[config.mk]
export PLATFORM = sky130hd
export DESIGN_NAME = cam_bus_seq
export DESIGN_NICKNAME = d
export VERILOG_FILES = /design/src/rtl/cam_bus_seq.sv
export SDC_FILE = /design/constraint.sdc
export NUM_CORES = 1
export LEC_CHECK = 0
export ABC_AREA = 1
export BUFFER_PORTS_ARGS = -buffer_cell sky130_fd_sc_hd__clkbuf_2
export CAP_MARGIN = 20
export CELL_PAD_IN_SITES_DETAIL_PLACEMENT = 1
export CELL_PAD_IN_SITES_GLOBAL_PLACEMENT = 1
export CORE_ASPECT_RATIO = 1.4
export CORE_MARGIN = 4
export CORE_UTILIZATION = 36
export CTS_CLUSTER_DIAMETER = 150
export DETAILED_ROUTE_END_ITERATION = 12
export PLACE_DENSITY_LB_ADDON = 0.1
export REMOVE_ABC_BUFFERS = 1
export SETUP_SLACK_MARGIN = 0.02
export SLEW_MARGIN = 20
export SYNTH_ARGS = -nofsm -noshare
export SYNTH_HDL_FRONTEND = slang
export SYNTH_SLANG_ARGS = --single-unit
[constraint.sdc]
create_clock -name clk -period 1.8 [get_ports clk]
set_input_delay 0.18 -clock clk [delete_from_list [all_inputs] [get_ports clk]]
set_output_delay 0.18 -clock clk [all_outputs]
set_load 0.01 [all_outputs]
[src/rtl/cam_bus_seq.sv]
module cam_bus_seq #(
  parameter int SETUP_CLKS  = 2,
  parameter int ACK_TIMEOUT = 250000
) (
  input  logic        clk,
  input  logic        rst_n,
  input  logic        req_valid,
  output logic        req_ready,
  input  logic        req_write,
  input  logic [15:0] req_addr,
  input  logic [7:0]  req_wdata,
  input  logic        req_chip,
  input  logic        req_space,
  output logic        space_sel,
  output logic [7:0]  bus_data_o,
  output logic        bus_data_oe,
  input  logic [7:0]  bus_data_i,
  output logic        addr_lo_stb,
  output logic        addr_hi_stb,
  output logic [1:0]  cs_n,
  output logic        rd_n,
  output logic        wr_n,
  input  logic        ack_n,
  output logic        done,
  output logic        err,
  output logic [7:0]  rdata
);

  localparam int PW = (SETUP_CLKS > 1) ? $clog2(SETUP_CLKS) : 1;
  localparam int TW = (ACK_TIMEOUT > 1) ? $clog2(ACK_TIMEOUT) : 1;
  localparam logic [PW-1:0] PH_LAST  = PW'(SETUP_CLKS - 1);
  localparam logic [TW-1:0] TMO_LAST = TW'(ACK_TIMEOUT - 1);

  typedef enum logic [2:0] {
    S_IDLE, S_ALO, S_ALO_HOLD, S_AHI, S_AHI_HOLD, S_DATA, S_SEL, S_STB
  } st_t;

  st_t           st;
  logic [PW-1:0] ph_cnt;
  logic [TW-1:0] tmo_cnt;
  logic          ack_s1, ack_s2;
  logic          write_q, chip_q, space_q;
  logic [15:0]   addr_q;
  logic [7:0]    wdata_q;

  always_ff @(posedge clk or negedge rst_n) begin
    if (!rst_n) begin
      st      <= S_IDLE;
      ph_cnt  <= '0;
      tmo_cnt <= '0;
      ack_s1  <= 1'b1;
      ack_s2  <= 1'b1;
      write_q <= 1'b0;
      chip_q  <= 1'b0;
      space_q <= 1'b0;
      addr_q  <= '0;
      wdata_q <= '0;
      done    <= 1'b0;
      err     <= 1'b0;
      rdata   <= '0;
    end else begin
      ack_s1 <= ack_n;
      ack_s2 <= ack_s1;
      done   <= 1'b0;
      case (st)
        S_IDLE: if (req_valid) begin
          write_q <= req_write;
          chip_q  <= req_chip;
          space_q <= req_space;
          addr_q  <= req_addr;
          wdata_q <= req_wdata;
          ph_cnt  <= '0;
          st      <= S_ALO;
        end
        S_STB: if (!ack_s2 || tmo_cnt == TMO_LAST) begin
          rdata <= bus_data_i;
          err   <= ack_s2;
          done  <= 1'b1;
          st    <= S_IDLE;
        end else begin
          tmo_cnt <= tmo_cnt + 1'b1;
        end
        default: if (ph_cnt == PH_LAST) begin
          ph_cnt  <= '0;
          tmo_cnt <= '0;
          st      <= st_t'(st + 3'd1);
        end else begin
          ph_cnt <= ph_cnt + 1'b1;
        end
      endcase
    end
  end

  wire lo_phase  = (st == S_ALO) || (st == S_ALO_HOLD);
  wire hi_phase  = (st == S_AHI) || (st == S_AHI_HOLD);
  wire late      = (st == S_DATA) || (st == S_SEL) || (st == S_STB);
  wire selected  = (st == S_SEL) || (st == S_STB);

  assign req_ready   = (st == S_IDLE);
  assign space_sel   = space_q;
  assign addr_lo_stb = (st == S_ALO);
  assign addr_hi_stb = (st == S_AHI);
  assign bus_data_o  = lo_phase ? addr_q[7:0] : hi_phase ? addr_q[15:8] : wdata_q;
  assign bus_data_oe = lo_phase || hi_phase || (late && write_q);
  assign cs_n        = !selected ? 2'b11 : (chip_q ? 2'b01 : 2'b10);
  assign rd_n        = !((st == S_STB) && !write_q);
  assign wr_n        = !((st == S_STB) && write_q);

endmodule

==> results.tsv, run 1 <==
stage	metric	value	unit
status	outcome	finished, violations left	
status	violations	negative setup slack	
worst_setup_path	start_kind	flip-flop	
power_and_ir_drop	p_clk_share	24.1	%
global_routing	grt_first_pass_wirelength	15500	µm
clocking	cts.sinks	61	
worst_setup_path	crit_type	flip-flop to primary output	
timing	hold_viol_final	0	
worst_setup_path	worst_setup_path_end_kind	primary output	
timing	worstMarginPinSlew	0.491	ns
timing	min_period	2.04	ns
clocking	insertion_delay	0.34	ns
worst_setup_path	critical-path-top-delay-family	buffers and inverters	
synthesis	yosys_warnings	0	
drt	drc	0	
synthesis	netlist_instances	381	
place	place.gp.congestion	0.828	
worst_setup_path	r2r_cells	10	
global_routing	grt_max_degree	62	
layout	diodes	0	
power_and_ir_drop	vdd_ir_drop_max	0.953	mV
worst_setup_path	crit_chain	buf_6 -> ha_4 -> o21ai_4 -> buf_6 -> nand2_4 -> a31oi_2 -> buf_2	
clocking	cts_tree	built	
timing	setup_slack	-0.237	ns
power_and_ir_drop	power_frac_comb	48.9	%
layout	final_cell_mix	nand2_1, dfrtp_1, clkbuf_2	
clocking	cts_root_buf	clkbuf_16	
worst_hold_path	min_path_type	input port to flip-flop	
synthesis	syn_avg_cell_area	8.34	µm²
floorplanning	die_w	87.4	µm
power_and_ir_drop	netSwitchingPower	2.98	mW
timing	period_share	113	%
drt	wl_per_cell	16.5	µm
clocking	clk_path_buf_depth	2	
layout	stdcell_area	4480	µm²
floorplanning	die-area	10400	µm²
global_routing	grt_pass1_vias	3292	
layout	drive_gt1_share	38.5	%
global_routing	antenna_found_initial	0	
floorplanning	ioPinCount	66	
timing	rsz0062_at_grt	yes	
timing	max-slew-margin-rel	67.2	%
synthesis	synth_compound_area_share	5.35	%
layout	synthToLayoutAreaGrowth	40.8	%
synthesis	synth_ff_type	dfrtp_1	
timing	fin_tns_setup	-1.66	ns
worst_setup_path	required	1.62	ns
worst_setup_path	crit_cells	7	
drt	vias_per_cell	4.95	
worst_setup_path	crit_top_cell	buf_6	
worst_setup_path	crit_path_top_delay_cell	dfrtp_2	
place	placed_cell_area	3790	µm²
timing	maxSlewViolCount	0	
worst_hold_path	hold-path-cell-count	3	
timing	setup_viol	9	
synthesis	synthDistinctLibCells	32	
power_and_ir_drop	p_sw_share	37.9	%
floorplanning	core	8610	µm²
floorplanning	start_util	36.9	%
layout	fillers	1034	
synthesis	synthMuxAreaShare	9.56	%
timing	holdWs	0.0393	ns
power_and_ir_drop	p_per_area	1760	nW/µm²
drt	wl	9760	µm
run	drv_cap	0	
clocking	clkTransAtPathRegs	0.06	ns
synthesis	synth_edf_count	0	
worst_setup_path	path_max_fanout	6	
timing	fmax	491	MHz
synthesis	synthesis.area	3180	µm²
layout	nets	527	
floorplanning	num_rows	40	
drt	final_antenna_net_count	0	
drt	drt-initial-drc-count	97	
timing	skew	0.00531	ns
synthesis	synth_top_family_by_area	simple AND/OR/NAND/NOR gates	
global_routing	track_usage	19.3	%
synthesis	synth_xor_area_share	0.551	%
synthesis	ys_seq_area_share	48.1	%
power_and_ir_drop	p_leak	2.11	nW
synthesis	ys_seq_elements	61	
drt	vias	2924	
global_routing	overflow	0	
place	portBuffers	65	
power_and_ir_drop	cell_internal_pwr	4.88	mW
floorplanning	die_h	119	µm
worst_setup_path	worstPathBufferInverterCount	3	
worst_setup_path	crit_arrival	1.86	ns
place	post-dp-hpwl	6420	µm
place	place_worst_setup_slack	0.00505	ns
synthesis	synthAdderAreaFrac	2.75	%
synthesis	async_flop_share	100	%
worst_setup_path	max_stage_delay	0.44	ns
synthesis	synthSimpleGateAreaFrac	29.4	%
clocking	cts_buffers	9	
power_and_ir_drop	seqPwrFrac	27.0	%
clocking	htree_levels	3	
drt	first_pass_iters	4	
layout	layout_commonest_cell	nand2_1	
worst paths after layout:
check,from,end,slack [ns]
setup / recovery,st[0],bus_data_o[5],-0.24
hold / removal,bus_data_i[5],rdata[5],0.04
setup reg to reg,st[0],st[2],0.05
hold reg to reg,ack_s1,ack_s2,0.36
max in group asynchronous,rst_n,ack_s2,1.09
min in group asynchronous,rst_n,tmo_cnt[15],0.40
cell usage after synthesis, types with 2 or more instances:
master	instances	share of area [%]
inv_2	3	0.35
mux2_2	27	9.6
nor2_1	45	5.3
ha_1	7	2.8
a21oi_1	8	1.3
nand2_2	2	0.39
o21ai_0	11	1.7
dfrtp_1	59	46
nand3_1	15	2.4
nand2_1	141	17
nor3_1	3	0.47
dfstp_2	2	1.7
a31oi_1	8	1.6
inv_1	20	2.4
buf_2	5	0.79
nand4_1	6	1.2
or2_2	4	0.79
routing by layer:
metal,vias up,GRT usage (%),share of wire (%)
li1,1431,-,-
met3,21,5.88,4.5
met4,0,8.73,3.0
met2,59,34.4,55
met5,-,0,0
met1,1413,20.1,37
what timing repair did:
action / 4_1_cts / 5_1_grt
resized for setup: 21 / 52
cloned: 1 / 1
endpoints found under the hold margin: 60 / 0
buffers inserted: 4 / 6
pin swaps: 8 / 10
setup endpoints to repair: 27 / 59
hold buffers: 2 / 0
worst min-delay path, stage by stage:
cell,delay [ns]
clkbuf_2,0.08
nand2_1,0.04
nand2_1,0.05
power by group through the flow:
stage | clock (mW) | combinational (mW) | sequential [mW]
final | 1.89 | 3.84 | 2.12
after global routing | 2.00 | 4.18 | 2.18
after CTS | 1.91 | 3.22 | 2.09
after detailed placement | 0 | 2.84 | 2.12
after global placement | 0 | 2.79 | 2.10
after floorplan | 0 | 1.58 | 2.10
flip-flops by register name, summed over array words and instances, names as in the netlist:
name / count
addr_q: 16
rdata: 8
space_sel: 1
ph_cnt: 1
err: 1
ack_s1: 1
write_q: 1
st: 3
wdata_q: 8
chip_q: 1
tmo_cnt: 18
done: 1
ack_s2: 1
layout make-up:
class	count	area (µm²)	share of cell area (%)
clock inverters	7	98.8	2.21
repair buffers	96	696	15.5
flip-flops and latches	61	1530	34.2
well taps	105	131	2.93
multi-input cells	289	1690	37.7
inverters	24	104	2.32
clock buffers	9	225	5.03
logic make-up (layout without fill, tap and decap cells):
family | after synthesis | count (layout)
xor+xnor | 2 | 2
simple gates | 222 | 223
fa+ha+maj | 7 | 7
compound gates | 30 | 30
mux | 27 | 27
buf+inv | 32 | 136
flops | 61 | 61
per-stage QoR:
step	instances	power [mW]	util [%]
after floorplan	373	3.68	-
after global placement	561	4.89	44.0
after detailed placement	561	4.96	44.0
after CTS	584	7.23	49.4
after global routing	591	8.36	52.0
final	591	7.86	52.0
Power figures use the tool's default switching activity.
==> run 2, diff against run 1 <==
--- a/config.mk
+++ b/config.mk
@@ -12,7 +12,7 @@
 export CELL_PAD_IN_SITES_GLOBAL_PLACEMENT = 1
 export CORE_ASPECT_RATIO = 1.4
 export CORE_MARGIN = 4
-export CORE_UTILIZATION = 36
+export CORE_UTILIZATION = 43
 export CTS_CLUSTER_DIAMETER = 150
 export DETAILED_ROUTE_END_ITERATION = 12
 export PLACE_DENSITY_LB_ADDON = 0.1
==> constraint.sdc (replaced) <==
create_clock -name clk -period 2.5 [get_ports clk]
set_input_delay 0.25 -clock clk [delete_from_list [all_inputs] [get_ports clk]]
set_output_delay 0.25 -clock clk [all_outputs]
set_load 0.01 [all_outputs]
==> results.tsv, run 2 (synthesized netlist as in run 1, its figures left out) <==
stage	metric	value	unit
drt	drt-initial-drc-count	70	
place	post-dp-hpwl	6280	µm
power_and_ir_drop	netSwitchingPower	1.66	mW
clocking	clk_path_buf_depth	2	
clocking	cts_buffers	9	
power_and_ir_drop	vdd_ir_drop_max	0.641	mV
worst_setup_path	crit_arrival	2.10	ns
timing	setup_viol	0	
layout	largest_register_ffs	18	
clocking	cts_tree	built	
layout	seqCellArea	1530	µm²
worst_hold_path	min_path_type	input port to flip-flop	
drt	wl	8310	µm
global_routing	grt_pass1_vias	3141	
global_routing	grt_max_degree	36	
layout	final_cell_mix	nand2_1, clkbuf_2, dfrtp_1	
place	place.gp.congestion	0.843	
power_and_ir_drop	cell_internal_pwr	2.59	mW
global_routing	antenna_found_initial	0	
place	portBuffers	65	
drt	wl_per_cell	15.0	µm
drt	vias	2830	
status	outcome	finished clean	
worst_setup_path	worst_setup_path_end_kind	primary output	
power_and_ir_drop	p_clk_share	22.0	%
worst_setup_path	required	2.25	ns
floorplanning	die-area	8850	µm²
global_routing	grt_first_pass_wirelength	14300	µm
drt	first_pass_iters	4	
clocking	cts_root_buf	clkbuf_8	
clocking	clkTransAtPathRegs	0.07	ns
floorplanning	die_h	110	µm
layout	nets	501	
worst_setup_path	crit_path_top_delay_cell	dfrtp_1	
layout	multi_input_area	1520	µm²
power_and_ir_drop	p_leak	1.88	nW
timing	worstMarginPinSlew	0.584	ns
power_and_ir_drop	power_frac_comb	42.0	%
floorplanning	num_rows	36	
global_routing	overflow	0	
worst_setup_path	worstPathBufferInverterCount	3	
timing	rsz0062_at_grt	yes	
layout	layout_commonest_cell	nand2_1	
drt	final_antenna_net_count	0	
timing	max-slew-margin-rel	61.1	%
clocking	htree_levels	3	
layout	drive_gt1_share	28.3	%
layout	fin_cells	555	
timing	fmax	426	MHz
global_routing	top_usage_layer	met2	
floorplanning	ioPinCount	66	
global_routing	grt_use_met3	5.98	%
global_routing	grtUsageMet1	22.5	%
place	placed_cell_area	3620	µm²
layout	stdcell_area	3850	µm²
layout	diodes	0	
timing	min_period	2.35	ns
timing	hold_viol_final	0	
power_and_ir_drop	p_sw_share	39.0	%
power_and_ir_drop	seqPwrFrac	36.0	%
worst_setup_path	path_max_fanout	10	
worst_setup_path	critical-path-top-delay-family	compound AO/OA/AOI/OAI gates	
timing	holdWs	0.0976	ns
run	drv_cap	0	
floorplanning	core	7070	µm²
layout	fillers	891	
clocking	cts.sinks	61	
worst_setup_path	max_stage_delay	0.43	ns
global_routing	track_usage	21.3	%
timing	period_share	93.8	%
layout	reg_top3	tmo_cnt x18, addr_q x16	
worst_setup_path	crit_chain	inv_1 -> ha_1 -> inv_1 -> nand2_1 -> o21ai_2 -> nand2_1 -> a31oi_1 -> clkbuf_2	
clocking	insertion_delay	0.35	ns
floorplanning	die_w	80.7	µm
layout	synthToLayoutAreaGrowth	21.1	%
worst_setup_path	crit_type	flip-flop to primary output	
worst_setup_path	start_kind	flip-flop	
power_and_ir_drop	p_total	4.25	mW
drt	vias_per_cell	5.10	
global_routing	met2_usage	39.2	%
power_and_ir_drop	p_per_area	1100	nW/µm²
drt	drc	0	
floorplanning	start_util	45.0	%
timing	skew	0.00683	ns
place	place_inst	537	
layout	largest-register	tmo_cnt	
timing	maxSlewViolCount	0	
-- run 2: cell types whose count changed in the layout (fill, tap and decap cells not counted), moves of 6 or more --
| cell | change |
|---|---|
| buf_4 | -14 |
| clkbuf_8 | +12 |
| clkbuf_2 | +11 |
| clkbuf_16 | -9 |
| buf_2 | -8 |
| buf_6 | -8 |
| nor2_1 | +6 |
| nor2_2 | -6 |
-- run 2: cell type report --
type	instances	area share, %
clock buffers	12	4.29
clock inverters	4	1.17
inverters	24	2.34
multi-input cells	288	39.3
flip-flops and latches	61	39.7
well taps	95	3.09
repair buffers	71	10.1
-- run 2: what timing repair did --
| action | CTS | global route |
|---|---|---|
| hold buffers | 2 | 0 |
| endpoints found under the hold margin | 60 | 0 |
| endpoints found under the setup margin | 1 | 9 |
| buffers inserted | 0 | 0 |
| resized for setup | 1 | 1 |
| cloned | 0 | 0 |
-- run 2: worst paths after layout --
path	start	endpoint	slack [ns]	depth (start not counted)
max in group asynchronous	rst_n	ack_s2	1.66	3
hold reg to reg	ack_s1	ack_s2	0.36	0
setup / recovery	st[0]	bus_data_o[5]	0.15	8
setup reg to reg	st[0]	st[1]	0.37	7
min in group asynchronous	rst_n	tmo_cnt[14]	0.46	3
hold / removal	bus_data_i[6]	rdata[6]	0.1	3
-- run 2: layer usage --
| metal | vias to the layer above | part of all wire [%] | wire (µm) |
|---|---|---|---|
| met5 | - | 0 | 0 |
| met4 | 0 | 2.1 | 172 |
| met3 | 16 | 5.0 | 413 |
| met2 | 52 | 55 | 4570 |
| met1 | 1384 | 38 | 3150 |
| li1 | 1378 | - | - |
-- run 2: per-stage QoR --
step                      TNS (ns)  worst slack [ns]  util, %
after floorplan                  0             0.679        -
after global placement           0             0.466     51.2
after detailed placement         0             0.345     51.2
after CTS                        0            0.0666     54.5
after global routing      -0.00516          -0.00516     54.5
final                            0             0.154     54.5
-- run 2: power by group through the flow --
stage          registers [mW]  clock network [mW]  logic (mW)
6_report                 1.53               0.938        1.79
5_1_grt                  1.58                1.01        2.00
4_1_cts                  1.53               0.962        1.82
3_5_place_dp             1.55                   0        1.79
3_3_place_gp             1.53                   0        1.74
2_1_floorplan            1.51                   0        1.13
-- run 2: worst register-to-register path, cell delays in order (launching register included) --
cell	delay, ns
dfrtp_1	0.43
ha_1	0.27
ha_1	0.49
nor2_1	0.13
o21ai_0	0.34
nand2_1	0.18
nand2_1	0.09
o21ai_0	0.08
==> run 3, diff against run 2 <==
--- a/config.mk
+++ b/config.mk
@@ -15,7 +15,7 @@
 export CORE_UTILIZATION = 43
 export CTS_CLUSTER_DIAMETER = 150
 export DETAILED_ROUTE_END_ITERATION = 12
-export PLACE_DENSITY_LB_ADDON = 0.1
+export PLACE_DENSITY = 0.85
 export REMOVE_ABC_BUFFERS = 1
 export SETUP_SLACK_MARGIN = 0.02
 export SLEW_MARGIN = 20
==> results.tsv, run 3 (synthesized netlist as in run 1, its figures left out) <==
stage	metric	value	unit
status	outcome	finished clean	
worst_hold_path	hold-path-cell-count	3	
worst_hold_path	worstHoldStart	bus_data_i[1]	
run	drv_cap	0	
timing	skew	0.00687	ns
floorplanning	num_rows	36	
place	placed_cell_area	3610	µm²
power_and_ir_drop	p_leak	1.85	nW
worst_setup_path	crit_type	flip-flop to primary output	
worst_setup_path	path_max_fanout	10	
global_routing	overflow	0	
layout	drive_gt1_share	28.8	%
timing	max-slew-margin-rel	53.0	%
layout	final_cell_mix	nand2_1, clkbuf_2, dfrtp_1	
layout	diodes	0	
worst_setup_path	r2r_setup_slack	0.44	ns
timing	maxSlewViolCount	0	
clocking	insertion_delay	0.35	ns
layout	nets	504	
layout	largest_register_ffs	18	
worst_setup_path	max_stage_delay	0.45	ns
layout	layout_commonest_cell	nand2_1	
clocking	cts.sinks	61	
power_and_ir_drop	vdd_ir_drop_max	0.671	mV
worst_setup_path	crit_arrival	2.15	ns
timing	fmax	417	MHz
clocking	htree_levels	3	
global_routing	top_usage_layer	met2	
timing	min_period	2.40	ns
drt	vias_per_cell	5.15	
drt	first_pass_iters	4	
global_routing	met2_usage	45.4	%
layout	utilization	54.2	%
floorplanning	die-area	8850	µm²
worst_setup_path	rr_endpoint	st[2]	
worst_setup_path	crit_chain	inv_1 -> ha_1 -> inv_1 -> nand2_1 -> o21ai_4 -> inv_2 -> nand2_1 -> a31oi_1 -> clkbuf_2	
place	portBuffers	65	
global_routing	grt_max_degree	29	
global_routing	grtUsageMet1	24.1	%
place	place.gp.congestion	0.789	
power_and_ir_drop	p_per_area	1120	nW/µm²
worst_setup_path	r2r-start	st[2]	
floorplanning	die_w	80.7	µm
layout	synthToLayoutAreaGrowth	20.6	%
timing	setup_viol	0	
drt	final_antenna_net_count	0	
floorplanning	die_h	110	µm
timing	setup_slack	0.101	ns
worst_setup_path	start_kind	flip-flop	
global_routing	grt_use_met3	6.48	%
power_and_ir_drop	p_total	4.30	mW
global_routing	grt_first_pass_wirelength	15800	µm
clocking	clkTransAtPathRegs	0.07	ns
drt	wl_per_cell	17.3	µm
worst_hold_path	min_to	rdata[1]	
drt	vias	2870	
layout	reg_top3	tmo_cnt x18, addr_q x16	
worst_hold_path	min_path_type	input port to flip-flop	
place	place_inst	537	
floorplanning	core	7070	µm²
floorplanning	start_util	45.0	%
worst_setup_path	required	2.25	ns
global_routing	grt_pass1_vias	3255	
drt	wl	9610	µm
worst_setup_path	r2r_cells	6	
timing	period_share	96.0	%
worst_setup_path	worst_setup_path_end_kind	primary output	
layout	largest-register	tmo_cnt	
clocking	cts_tree	built	
drt	drc	0	
clocking	cts_buffers	9	
worst_setup_path	crit_path_top_delay_cell	dfrtp_2	
layout	stdcell_area	3830	µm²
place	post-dp-hpwl	6590	µm
global_routing	track_usage	23.9	%
timing	hold_viol_final	0	
clocking	clk_path_buf_depth	2	
place	place_worst_setup_slack	0.359	ns
layout	fin_cells	557	
floorplanning	ioPinCount	66	
drt	drt-initial-drc-count	182	
timing	worstMarginPinSlew	0.705	ns
clocking	cts_root_buf	clkbuf_8	
global_routing	antenna_found_initial	0	
## run 3: how the worst max path moves through the flow
stage               startpoint             to  slack (ns)
detailed placement       st[1]  bus_data_o[5]        0.36
floorplan                st[1]           rd_n        0.68
finish                   st[1]  bus_data_o[5]        0.10
CTS                      st[1]  bus_data_o[7]        0.06
global placement         st[1]          st[1]        0.46
global route             st[0]  bus_data_o[7]       -0.03
## run 3: worst max-delay path, delay by kind of cell, from the launching register on
family / cells / cell delay, ns
adders and majority gates: 1 / 0.18
DFF: 1 / 0.45
and+or+nand+nor: 2 / 0.27
AOI/OAI and AO/OA: 2 / 0.33
buffers and inverters: 4 / 0.58
## run 3: area by class of cell
class | count | area [µm²]
clock buffers | 11 | 141
clock inverters | 4 | 25.0
fillers | 891 | 3240
inverters | 24 | 90.1
multi-input cells | 288 | 1530
flip-flops and latches | 61 | 1530
well taps | 95 | 119
repair buffers | 74 | 398
## run 3: power breakdown
part           switching [mW]  internal [mW]  leakage, nW
Sequential              0.246           1.31        0.747
Clock                   0.407          0.378       0.0812
Combinational            1.17          0.783         1.03
## run 3: routing by layer
layer | part of all wire [%] | wire length [µm] | up-vias
li1 | - | - | 1377
met1 | 37 | 3530 | 1404
met2 | 56 | 5380 | 68
met3 | 4.6 | 444 | 21
met4 | 2.7 | 260 | 0
met5 | 0 | 0 | -
## run 3: repair_timing
item                                    CTS  global route
resized for setup                         2             4
hold buffers                              2             0
endpoints found under the hold margin    24             0
buffers inserted                          0             3
endpoints found under the setup margin    8             9
## run 3: stage by stage
step                      hold slack (ns)  TNS [ns]
after floorplan                   -0.0456         0
after global placement              0.307         0
after detailed placement            0.322         0
after CTS                          0.0869         0
after global routing                0.103   -0.0329
final                              0.0904         0
